[config.mk]
export PLATFORM = sky130hd
export DESIGN_NAME = mtrap_ctrl
export DESIGN_NICKNAME = d
export VERILOG_FILES = /design/src/rtl/mtrap_pkg.sv /design/src/rtl/mtrap_tval_sel.sv /design/src/rtl/mtrap_status.sv /design/src/rtl/mtrap_regs.sv /design/src/rtl/mtrap_ctrl.sv
export SDC_FILE = /design/constraint.sdc
export NUM_CORES = 1
export LEC_CHECK = 0
export BUFFER_PORTS_ARGS = -buffer_cell sky130_fd_sc_hd__buf_2
export CORE_AREA = 2 2 256 258
export DETAILED_ROUTE_END_ITERATION = 10
export DIE_AREA = 0 0 258 260
export MAX_ROUTING_LAYER = met4
export SYNTH_ARGS = -nofsm -noshare
export SYNTH_HDL_FRONTEND = slang
export SYNTH_HIERARCHICAL = 1
export SYNTH_SLANG_ARGS = --single-unit
[constraint.sdc]
create_clock -name clk -period 3.6 [get_ports clk]
set_clock_uncertainty 0.2 [all_clocks]
set_input_delay 0.18 -clock clk [delete_from_list [all_inputs] [get_ports clk]]
set_output_delay 0.18 -clock clk [all_outputs]
set_load 0.05 [all_outputs]
[src/rtl/mtrap_pkg.sv]
// Package: shared encodings for the machine-mode trap controller.
// Assumes a two-level privilege model (user and machine only).
package mtrap_pkg;

    localparam logic [1:0] PRIV_USER    = 2'b00;
    localparam logic [1:0] PRIV_MACHINE = 2'b11;

    // Status word bit positions consumed by software.
    localparam int ST_MIE_BIT    = 3;
    localparam int ST_MPIE_BIT   = 7;
    localparam int ST_MPP_LO_BIT = 11;
    localparam int ST_MPP_HI_BIT = 12;

    typedef enum logic [3:0] {
        CAUSE_FETCH_MISALIGN = 4'd0,
        CAUSE_FETCH_ACCESS   = 4'd1,
        CAUSE_ILLEGAL        = 4'd2,
        CAUSE_BREAK          = 4'd3,
        CAUSE_LOAD_MISALIGN  = 4'd4,
        CAUSE_LOAD_ACCESS    = 4'd5,
        CAUSE_STORE_MISALIGN = 4'd6,
        CAUSE_STORE_ACCESS   = 4'd7,
        CAUSE_CALL_U         = 4'd8,
        CAUSE_CALL_S         = 4'd9,
        CAUSE_RSVD_A         = 4'd10,
        CAUSE_CALL_M         = 4'd11,
        CAUSE_FETCH_PAGE     = 4'd12,
        CAUSE_LOAD_PAGE      = 4'd13,
        CAUSE_RSVD_E         = 4'd14,
        CAUSE_STORE_PAGE     = 4'd15
    } cause_e;

    // How the trap value register is filled for a given cause.
    typedef enum logic [1:0] {
        TVAL_ZERO  = 2'd0,
        TVAL_FAULT = 2'd1,
        TVAL_PC    = 2'd2
    } tval_src_e;

    // Map a cause code to its trap value source.
    function automatic tval_src_e cause_tval_src(input logic [3:0] code);
        tval_src_e src;
        case (cause_e'(code))
            CAUSE_BREAK:  src = TVAL_PC;
            CAUSE_CALL_U,
            CAUSE_CALL_S,
            CAUSE_CALL_M,
            CAUSE_RSVD_A,
            CAUSE_RSVD_E: src = TVAL_ZERO;
            default:      src = TVAL_FAULT;
        endcase
        return src;
    endfunction

endpackage

[src/rtl/mtrap_tval_sel.sv]
// Module: mtrap_tval_sel
// Combinational selection of the trap value written on trap entry, plus
// detection of an address-carrying cause raised without a value.
// Assumes the inputs are only meaningful while a trap is being requested.
module mtrap_tval_sel
    import mtrap_pkg::*;
#(
    parameter int XLEN = 64
) (
    input  logic [3:0]      cause,
    input  logic [XLEN-1:0] pc,
    input  logic [XLEN-1:0] fault_val,
    input  logic            fault_valid,
    output logic [XLEN-1:0] tval_next,
    output logic            missing
);

    tval_src_e src;

    // Classify the cause.
    always_comb src = cause_tval_src(cause);

    // Pick the value and flag a missing faulting value.
    always_comb begin
        tval_next = '0;
        missing   = 1'b0;
        case (src)
            TVAL_PC:    tval_next = pc;
            TVAL_FAULT: begin
                if (fault_valid) tval_next = fault_val;
                else             missing   = 1'b1;
            end
            default:    tval_next = '0;
        endcase
    end

endmodule

[src/rtl/mtrap_status.sv]
// Module: mtrap_status
// Holds the privilege level and the enable / previous-enable /
// previous-level status fields; applies trap entry and return.
// Assumes do_trap already has priority over do_ret resolved upstream.
module mtrap_status
    import mtrap_pkg::*;
(
    input  logic       clk,
    input  logic       rst_n,
    input  logic       do_trap,
    input  logic       do_ret,
    output logic [1:0] priv,
    output logic       st_mie,
    output logic       st_mpie,
    output logic [1:0] st_mpp
);

    // Update privilege and status fields on trap entry or return.
    always_ff @(posedge clk) begin
        if (!rst_n) begin
            priv    <= PRIV_MACHINE;
            st_mie  <= 1'b0;
            st_mpie <= 1'b0;
            st_mpp  <= PRIV_USER;
        end else if (do_trap) begin
            st_mpie <= st_mie;
            st_mie  <= 1'b0;
            st_mpp  <= priv;
            priv    <= PRIV_MACHINE;
        end else if (do_ret) begin
            st_mie  <= st_mpie;
            st_mpie <= 1'b1;
            priv    <= st_mpp;
            st_mpp  <= PRIV_USER;
        end
    end

endmodule

[src/rtl/mtrap_regs.sv]
// Module: mtrap_regs
// Exception PC, cause, trap value and vector registers, and the registered
// redirect output. Assumes do_trap/do_ret are mutually exclusive.
module mtrap_regs #(
    parameter int              XLEN      = 64,
    parameter logic [XLEN-1:0] RESET_VEC = '0
) (
    input  logic            clk,
    input  logic            rst_n,
    input  logic            do_trap,
    input  logic            do_ret,
    input  logic [3:0]      cause,
    input  logic [XLEN-1:0] pc,
    input  logic [XLEN-1:0] tval_next,
    input  logic            missing,
    input  logic            tvec_we,
    input  logic [XLEN-1:0] tvec_wd,
    input  logic            epc_we,
    input  logic [XLEN-1:0] epc_wd,
    output logic [XLEN-1:0] epc,
    output logic [XLEN-1:0] mcause,
    output logic [XLEN-1:0] tval,
    output logic [XLEN-1:0] tvec,
    output logic [XLEN-1:0] redir_pc,
    output logic            redir_vld,
    output logic            err
);

    localparam int CAUSE_PAD = XLEN - 4;

    // Exception PC: trap capture beats the write port.
    always_ff @(posedge clk) begin
        if (!rst_n)       epc <= '0;
        else if (do_trap) epc <= pc;
        else if (epc_we)  epc <= epc_wd;
    end

    // Cause and trap value captured on trap entry.
    always_ff @(posedge clk) begin
        if (!rst_n) begin
            mcause <= '0;
            tval   <= '0;
        end else if (do_trap) begin
            mcause <= {{CAUSE_PAD{1'b0}}, cause};
            tval   <= tval_next;
        end
    end

    // Trap vector, loaded only through its write port.
    always_ff @(posedge clk) begin
        if (!rst_n)       tvec <= RESET_VEC;
        else if (tvec_we) tvec <= tvec_wd;
    end

    // Redirect target, its valid pulse and the missing-value pulse.
    always_ff @(posedge clk) begin
        if (!rst_n) begin
            redir_pc  <= '0;
            redir_vld <= 1'b0;
            err       <= 1'b0;
        end else begin
            redir_vld <= do_trap | do_ret;
            err       <= do_trap & missing;
            if (do_trap)     redir_pc <= tvec;
            else if (do_ret) redir_pc <= epc;
        end
    end

endmodule

[src/rtl/mtrap_ctrl.sv]
// Module: mtrap_ctrl (top)
// Machine-mode trap entry and return controller for a two-level core.
// Assumes trap_req and mret_req are single-cycle pulses; a trap wins
// over a simultaneous return.
module mtrap_ctrl
    import mtrap_pkg::*;
#(
    parameter int              XLEN      = 64,
    parameter logic [XLEN-1:0] RESET_VEC = {{(XLEN-32){1'b0}}, 32'h8000_0000}
) (
    input  logic            clk,
    input  logic            rst_n,
    input  logic            trap_req,
    input  logic [3:0]      trap_cause,
    input  logic [XLEN-1:0] trap_pc,
    input  logic [XLEN-1:0] trap_fault_val,
    input  logic            trap_fault_valid,
    input  logic            mret_req,
    input  logic            tvec_wr_en,
    input  logic [XLEN-1:0] tvec_wr_data,
    input  logic            epc_wr_en,
    input  logic [XLEN-1:0] epc_wr_data,
    output logic            next_pc_valid,
    output logic [XLEN-1:0] next_pc,
    output logic [1:0]      priv_lvl,
    output logic [XLEN-1:0] mstatus_o,
    output logic [XLEN-1:0] epc_o,
    output logic [XLEN-1:0] cause_o,
    output logic [XLEN-1:0] tval_o,
    output logic [XLEN-1:0] tvec_o,
    output logic            addr_missing_err
);

    logic            do_trap;
    logic            do_ret;
    logic [XLEN-1:0] tval_next;
    logic            missing;
    logic            st_mie;
    logic            st_mpie;
    logic [1:0]      st_mpp;

    // Resolve request priority: trap first.
    always_comb begin
        do_trap = trap_req;
        do_ret  = mret_req & ~trap_req;
    end

    mtrap_tval_sel #(.XLEN(XLEN)) tval_sel_i (
        .cause       (trap_cause),
        .pc          (trap_pc),
        .fault_val   (trap_fault_val),
        .fault_valid (trap_fault_valid),
        .tval_next   (tval_next),
        .missing     (missing)
    );

    mtrap_status status_i (
        .clk     (clk),
        .rst_n   (rst_n),
        .do_trap (do_trap),
        .do_ret  (do_ret),
        .priv    (priv_lvl),
        .st_mie  (st_mie),
        .st_mpie (st_mpie),
        .st_mpp  (st_mpp)
    );

    mtrap_regs #(.XLEN(XLEN), .RESET_VEC(RESET_VEC)) regs_i (
        .clk       (clk),
        .rst_n     (rst_n),
        .do_trap   (do_trap),
        .do_ret    (do_ret),
        .cause     (trap_cause),
        .pc        (trap_pc),
        .tval_next (tval_next),
        .missing   (missing),
        .tvec_we   (tvec_wr_en),
        .tvec_wd   (tvec_wr_data),
        .epc_we    (epc_wr_en),
        .epc_wd    (epc_wr_data),
        .epc       (epc_o),
        .mcause    (cause_o),
        .tval      (tval_o),
        .tvec      (tvec_o),
        .redir_pc  (next_pc),
        .redir_vld (next_pc_valid),
        .err       (addr_missing_err)
    );

    // Assemble the visible status word from its fields.
    always_comb begin
        mstatus_o = '0;
        mstatus_o[ST_MIE_BIT]                   = st_mie;
        mstatus_o[ST_MPIE_BIT]                  = st_mpie;
        mstatus_o[ST_MPP_HI_BIT:ST_MPP_LO_BIT]  = st_mpp;
    end

endmodule

==> impl_results.md <==
* Num rows at 93
* Sequential cell area fraction in the yosys report at 37.7%
* Root buffer cell: clkbuf_16
* Non-filler cells, final at 3023
* Die Wd at 258 um
* Post-route setup TNS at 0 ns
* Flops & latches, synth at 268
* Initial DRT Pass Iterations at 5
* Syn avg cell area at 10.4 um2
* Worst-skew pair later-pin latency at 0.53 ns
* Setup slack, reg-to-reg at 1.89 ns
* Die Span Y at 260 um
* Pwr/cell area at about 430 nW/um2
* Grt total ovfl at 0
* Distinct cell type count after synthesis at 27
* # IOs at 655
* Synth warn at 6
* Post-synth top area cell: dfxtp_1
* Full die area at 67100 um2
* # DRC at 0
* Leak Pwr at 11.1 nW
* Port-buffer cells at 534
* H-tree Lvls at 2
* Final cycle utilization of the critical path at 90.2%
* Routability cong. at ~0.84
* Layout cell share with drive strength beyond 1 at between 30% and 40%
* Rel. slew slack at 29.6%
* Synth Cell Area at 14200 um2
* Global Route Usage Sum at between 10% and 20%
* Critical path class: input pin to flip-flop
* Post-Synthesis Cells at between 1000 and 1500
* Top post-synthesis cells by count: dfxtp_1 (268), buf_4 (139), mux2i_1 (135)
* Reg-to-reg startpoint: regs_i/epc[41]
* Critical Path AT at 3.52 ns
* First-pass GRT wire length at 76600 um
* Final slew viol count at 0
* Max FO, Critical Path at 64
* Worst setup SP type: input pin
* Clk slew on worst S/H paths at 0.05 ns
* Area share of the largest cell type after synthesis at 37.7%
* Wirelength per Cell at approximately 17 um
* P&R area growth vs syn at 48.1%
* Hold EP: regs_i/tval[58]
* CTS Sinks at between 200 and 300
* Pin count of the biggest net entering global routing at 170
* Max-cap violations at 0
* Starting density of the core at between 20% and 30%
* Status: finished clean
* Drt initial violations at 656
* Post-DRT Antenna Nets at 0
* Worst Reg-to-Reg Cells at 3
* Post-layout util at 32.9%
* WP data required at 3.87 ns
* RR Endpoint: regs_i/epc[41]
* RSZ-0062 raised after global routing: false
* Detailed Route WL at 51800 um
* Fmax at 308 MHz
* Worst Tran Pin Value at 1.06 ns
* Via count at between 10000 and 15000
* CTS buffer count at 36
* Most common cell in the netlist: dfxtp_1
* Synth area leaders: dfxtp_1 (38%), mux2_4 (11%), mux2i_1 (9.5%), o211a_1 (9.0%), buf_4 (7.3%)
* Hpwl dp at 33700 um
* Core box area at 64100 um2
* Hold Crit Start: trap_pc[58]
* Hold Crit Depth at 5
* Async SR Flop Fraction at 0%
* Placed Cells at 2653
* CTS tree: yes
* Antenna violations before repair at 5
* Final setup fails at 0
* Final Hold Fails at 0
* HP Class: input pin to flip-flop
* Via density at 4.30
* Final Critical Period at ~3.2 ns
* Total Nets Final at ~2400
* Post-synth EDFFs at 0
* Worst setup EP type: flip-flop
* Vias in the first global route at 13439
* Maximum clock path buffer count at 3
* Dominant synthesized flop cell: dfxtp_1
* Worst IR Drop VDD at about 330 uV
## critical path, cell delays in order
cell	delay (ns)
dlygate4sd3_1	0.52
buf_2	0.17
nand4bb_4	0.16
buf_4	0.71
nand3_1	0.15
a21oi_1	0.17
dlygate4sd3_1	0.57
mux2i_1	0.09
nor2b_1	0.17
dlygate4sd3_1	0.58
## state kept, by name, summed over array words and instances (netlist names), 2 cells and up
register	count
regs_i/mcause	4
regs_i/tval	64
regs_i/tvec	64
regs_i/redir_pc	64
status_i/st_mpp	2
regs_i/epc	64
status_i/priv	2
## area by class of cell
type,count,area (um2)
Antenna cell,4,10.0
Timing Repair Buffer,851,5930
Fill cell,6523,43000
Sequential cell,268,5370
Clock inverter,6,65.1
Clock buffer,55,1040
Multi-Input combinational cell,984,7610
Tap cell,855,1070
## routing by layer
| layer | GRT usage (%) | routed length [um] | vias to the layer above |
|---|---|---|---|
| li1 | - | - | 6011 |
| met3 | 3.30 | 3240 | 117 |
| met2 | 25.9 | 26000 | 557 |
| met1 | 16.4 | 20800 | 6319 |
| met5 | - | 0 | - |
| met4 | 6.21 | 1790 | 0 |
## metrics by stage
step                area, um2  hold slack [ns]  power [mW]  setup WS (ns)
finish                  21100           0.0535        9.12          0.352
global route            21100           0.0534        9.50          0.229
CTS                     21100           0.0393        9.21          0.501
detailed placement      16900            0.198        5.43           1.51
global placement        16900            0.198        5.40           1.53
floorplan               14700           0.0825        5.03           2.14
## cells by family (layout without fill, tap and decap cells)
kind of cell	count (synthesis)	after routing	synth area share, %
other	2	124	0.0527
multiplexers	263	263	22.5
AO/OA/AOI/OAI	197	197	11.5
buffers and inverters	237	912	12.2
flip-flops	268	268	37.7
AND/OR/NAND/NOR	404	404	16.1
## repair_timing
action	in CTS	in global routing
resized for setup	0	0
buffers inserted	0	0
hold buffers	305	0
hold endpoints to repair	220	0
setup endpoints to repair	0	0
## how the worst max path moves through the flow
| stage | to | from | cells past startpoint |
|---|---|---|---|
| 2_1_floorplan | regs_i/redir_pc[14] | mret_req | 5 |
| 3_3_place_gp | regs_i/tval[39] | trap_cause[2] | 7 |
| 3_5_place_dp | regs_i/tval[33] | trap_cause[2] | 7 |
| 4_1_cts | regs_i/tval[2] | trap_cause[2] | 10 |
| 5_1_grt | regs_i/tval[3] | trap_cause[2] | 10 |
| 6_report | regs_i/tval[3] | trap_cause[2] | 10 |
## where the power goes
group	internal (mW)	total (mW)	switching [mW]
logic	0.894	2.40	1.51
registers	3.15	3.28	0.127
clock network	2.06	3.44	1.38
total	6.10	9.12	3.01
## cells in the final DEF, fill, tap and decap left out, drive strengths merged, types with 4 or more instances in the layout
master       count
a21oi           64
buf            546
clkbuf          55
clkinv           4
conb           120
dfxtp          268
diode            4
dlygate4sd3    305
mux2           128
mux2i          135
nand2           67
nand2b         133
nand3           66
nor2b          133
o211a          128
(Power assumes the default switching activity.)
